==> src/rtl/mux_alu_slice.sv <==
`timescale 1ns/1ps
module mux_alu_slice #(
  parameter int WIDTH = 4
) (
  input  logic [WIDTH-1:0] opa,
  input  logic [WIDTH-1:0] opb,
  input  logic [4:0]       fsel,
  input  logic             cin,
  output logic [WIDTH-1:0] y,
  output logic             cout
);
  localparam logic [2:0] K_ARITH = 3'd0;
  localparam logic [2:0] K_XOR   = 3'd1;
  localparam logic [2:0] K_XNOR  = 3'd2;
  localparam logic [2:0] K_AND   = 3'd3;
  localparam logic [2:0] K_OR    = 3'd4;
  localparam logic [2:0] K_PASSA = 3'd5;
  localparam logic [2:0] K_PASSB = 3'd6;

  logic [2:0] code;
  logic       chain_en, inv_a, legal;
  logic [3:0] ptab, gtab;
  logic [WIDTH-1:0] p, g;
  logic [WIDTH:0]   c;
  logic grp_g, grp_p;

  assign code     = fsel[2:0];
  assign chain_en = fsel[4];
  assign inv_a    = fsel[3];
  assign legal    = (code != 3'd7) && (chain_en == (code == K_ARITH));

  always_comb begin
    ptab = 4'b0000;
    gtab = 4'b0000;
    if (legal) begin
      case (code)
        K_ARITH: begin ptab = 4'b0110; gtab = 4'b1000; end
        K_XOR:   ptab = 4'b0110;
        K_XNOR:  ptab = 4'b1001;
        K_AND:   ptab = 4'b1000;
        K_OR:    ptab = 4'b1110;
        K_PASSA: ptab = 4'b1100;
        K_PASSB: ptab = 4'b1010;
        default: ptab = 4'b0000;
      endcase
    end
  end

  assign c[0] = chain_en & legal & cin;

  for (genvar i = 0; i < WIDTH; i++) begin : g_bit
    logic [1:0] sel;
    assign sel      = {opa[i] ^ inv_a, opb[i]};
    assign p[i]     = ptab[sel];
    assign g[i]     = gtab[sel];
    assign y[i]     = p[i] ^ c[i];
    assign c[i+1]   = g[i] | (p[i] & c[i]);
  end

  always_comb begin
    grp_g = 1'b0;
    grp_p = 1'b1;
    for (int i = 0; i < WIDTH; i++) begin
      grp_g = g[i] | (p[i] & grp_g);
      grp_p = grp_p & p[i];
    end
  end

  assign cout = grp_g | (grp_p & c[0]);
endmodule

==> config.mk <==
export PLATFORM = sky130hd
export DESIGN_NAME = mux_alu_slice
export DESIGN_NICKNAME = d
export VERILOG_FILES = /design/src/rtl/mux_alu_slice.sv
export SDC_FILE = /design/constraint.sdc
export NUM_CORES = 1
export LEC_CHECK = 0
export BUFFER_PORTS_ARGS = -buffer_cell sky130_fd_sc_hd__buf_2
export CORE_AREA = 2 2 39 41
export DETAILED_ROUTE_END_ITERATION = 16
export DIE_AREA = 0 0 41 43
export PLACE_DENSITY = 0.71
export SLEW_MARGIN = 20
export SYNTH_ARGS = -nofsm -noshare
export SYNTH_HDL_FRONTEND = slang
export SYNTH_SLANG_ARGS = --single-unit
==> constraint.sdc <==
create_clock -name vclk -period 8.3
set_input_delay 1.66 -clock vclk [all_inputs]
set_output_delay 1.66 -clock vclk [all_outputs]
set_load 0.03 [all_outputs]
==> summary.md <==
| Metric | Value |
|---|---|
| Outcome | `complete, no violations` |
| Max FO, Critical Path | `7` |
| Initial Util | `42.9%` |
| Setup violations, final | `0` |
| Least-Margin Pin Slew | `0.404 ns` |
| CP Launch Type | `input pin` |
| Sequential cells | `0` |
| Layout area overhead | `11.4%` |
| Static Leakage | `0.270 nW` |
| Reg power frac | `0%` |
| Placement Rows | `14` |
| Clk network pwr share | `0%` |
| Area of the multi-input gates | `524 sq um` |
| Seq/Total Area, Yosys | `0%` |
| Top cells by area, synth | `xnor2_1 (7.4%), ha_1 (6.3%), nor3_1 (5.9%), o22ai_1 (5.3%), xnor2_4 (4.6%)` |
| CP most frequent cell | `ha_1` |
| Internal power | `16.1 uW` |
| Most area-hungry cell type in the Yosys netlist | `xnor2_1` |
| Sw frac | `between 60% and 70%` |
| Vias in the first global route | `about 560` |
| CLK BUF | `0` |
| Post-CTS Setup Bufs | `0` |
| Die outline height | `roughly 43 microns` |
| Crit path cell chain | `buf_2 -> xnor2_4 -> mux2_2 -> a32oi_1 -> o21a_1 -> o22ai_1 -> ha_1 -> inv_1 -> o31ai_1 -> ha_1 -> o21bai_1 -> ha_1 -> nor2_1 -> nor3_1 -> a211oi_2 -> buf_2` |
| Fin nets | `approximately 110` |
| Initial DRC Count | `10` |
| CP top delay family | `compound AO/OA/AOI/OAI gates` |
| Fillers | `~150` |
| Layout cells sized above 1 | `26.3%` |
| Critical-path top delay cell | `mux2_2` |
| Antenna diode count | `0` |
| Post-synthesis cell type count | `39` |
| CP Capture Type | `output pin` |
| Critical path launch point | `fsel[3]` |
| Routability Congestion | `~0.79` |
| Antenna violations before repair | `0` |
| Setup TNS | `0 ns` |
| DRT Pass-1 Iters | `4` |
| RSZ-0062 raised after global routing | `false` |
| Tmin final | `5.90 ns` |
| Critical Path AT | `around 4.2 ns` |
| WP data required | `around 6.6 ns` |
| Power Density | `about 62 nW/um^2` |
| Worst path bufs/invs | `3` |
| Buffers on Ports | `19` |
| Worst path max stage delay | `0.36 ns` |
| # IOs | `19` |
| Largest net degree at the start of global routing | `16` |
| Relative slew slack | `around three quarters` |
| Sw power | `approximately 25 uW` |
| Yosys warns | `0` |
| Tcrit/Tclk final | `between 70 and 80%` |
| Drt drc | `0` |
| Number of hold buffers added after CTS | `0` |
| Total grt overflow | `0` |
| Routed vias/inst | `roughly 5.9` |
| Max Freq | `around 0.17 GHz` |
| Crit path kind | `in2out` |
| Hold depth | `4` |
| Mapped cell area | `a little under 600 sq um` |
| Hold Startpoint | `opb[3]` |
| Final ANT Viol Nets | `0` |
| Die Area | `1760 sq um` |
| CORE AREA | `around 1400 sq um` |
| Gr usage total | `about 17%` |
| Register Area | `0 sq um` |
| Final hold vios | `0` |
| Post-Route WL | `1340 microns` |
| Wirelength per Cell | `12.0 microns` |
| Hold crit path type | `in2out` |
| Layout Utilization | `47.8%` |
| First-pass GRT wire length | `2240 microns` |
| Chip Width | `~41 microns` |
| Vias | `between 600 and 700` |
| Post-Syn Instances | `83` |
| Mapped Avg Cell Area | `a little over 7 sq um` |
| Post-synth top area share | `7.37%` |
| Slew Viols, Final | `0` |
| Crit path depth | `16` |
| Resize count post-CTS | `0` |
| Combinational share of power | `between 90% and 100%` |
| Max Cap Viol | `0` |
| Post-DP HPWL | `1030 microns` |
| Syn Nets | `100` |
| Max VDD drop | `25.5 uV` |
tightest hold or removal path, delay by kind of cell:
kind	cells	cell delay (ns)
simple gates	1	0.07
compound gates	1	0.07
buf+inv	2	0.32
stage by stage:
| stage | power (mW) | instances | setup slack [ns] | cell area, sq um | hold slack [ns] |
|---|---|---|---|---|---|
| global placement | 0.0402 | 111 | 2.46 | 662 | 3.77 |
| floorplan | 0.0323 | 83 | 2.50 | 594 | 3.70 |
| global route | 0.0453 | 111 | 2.15 | 662 | 3.81 |
| detailed placement | 0.0410 | 111 | 2.38 | 662 | 3.77 |
| finish | 0.0410 | 111 | 2.40 | 662 | 3.77 |
| CTS | 0.0410 | 111 | 2.38 | 662 | 3.77 |
synthesized netlist by cell type, types with 3 or more instances:
| master | number |
|---|---|
| nor3_1 | 7 |
| inv_1 | 6 |
| nand2_1 | 6 |
| nor2_1 | 5 |
| o22ai_1 | 5 |
| xnor2_1 | 5 |
| ha_1 | 3 |
| nand3_1 | 3 |
| o21ai_0 | 3 |
cells by family after synthesis:
group	count (synthesis)	share of synthesized area, %
and+or+nand+nor	33	33.7
buffers and inverters	13	11.8
xor gates and xnor gates	9	17.7
AOI/OAI and AO/OA	24	28.6
muxes	1	1.89
adders and majority gates	3	6.32
power groups by stage:
| stage | clock [mW] | combinational (mW) | sequential [mW] |
|---|---|---|---|
| 4_1_cts | 0 | 0.0410 | 0 |
| 5_1_grt | 0 | 0.0453 | 0 |
| 6_report | 0 | 0.0410 | 0 |
| 3_5_place_dp | 0 | 0.0410 | 0 |
| 3_3_place_gp | 0 | 0.0402 | 0 |
| 2_1_floorplan | 0 | 0.0323 | 0 |
placed cells by master (no fill, tap or decap), drive strengths merged, types with 2 or more instances in the layout:
cell type	netlist	layout
nor4bb	2	2
a21oi	3	3
inv	6	6
a31oi	2	2
o211ai	2	2
nand2	6	6
nand2b	2	2
a32oi	2	2
xor2	3	3
or4b	3	3
a211oi	2	2
nor3	7	7
nand3	3	3
buf	6	19
o21ai	3	3
xnor2	6	6
nor2	5	5
ha	3	3
o22ai	5	5
path summary, 6_finish.rpt:
path    to  slack [ns]
max   y[3]        2.40
min   cout        3.77
routing by layer:
metal	global-route usage (%)	wire [microns]	vias to the layer above
met5	0	0	-
met3	0	56	0
met4	0	0	0
met1	23.6	639	293
met2	29.4	641	18
li1	-	-	340
final cells by class:
type / count / share of cell area (%)
well taps: 16 / 3.02
repair buffers: 19 / 14.4
multi-input cells: 70 / 79.2
inverters: 6 / 3.40
No activity file was read; power rests on OpenSTA's default activity.
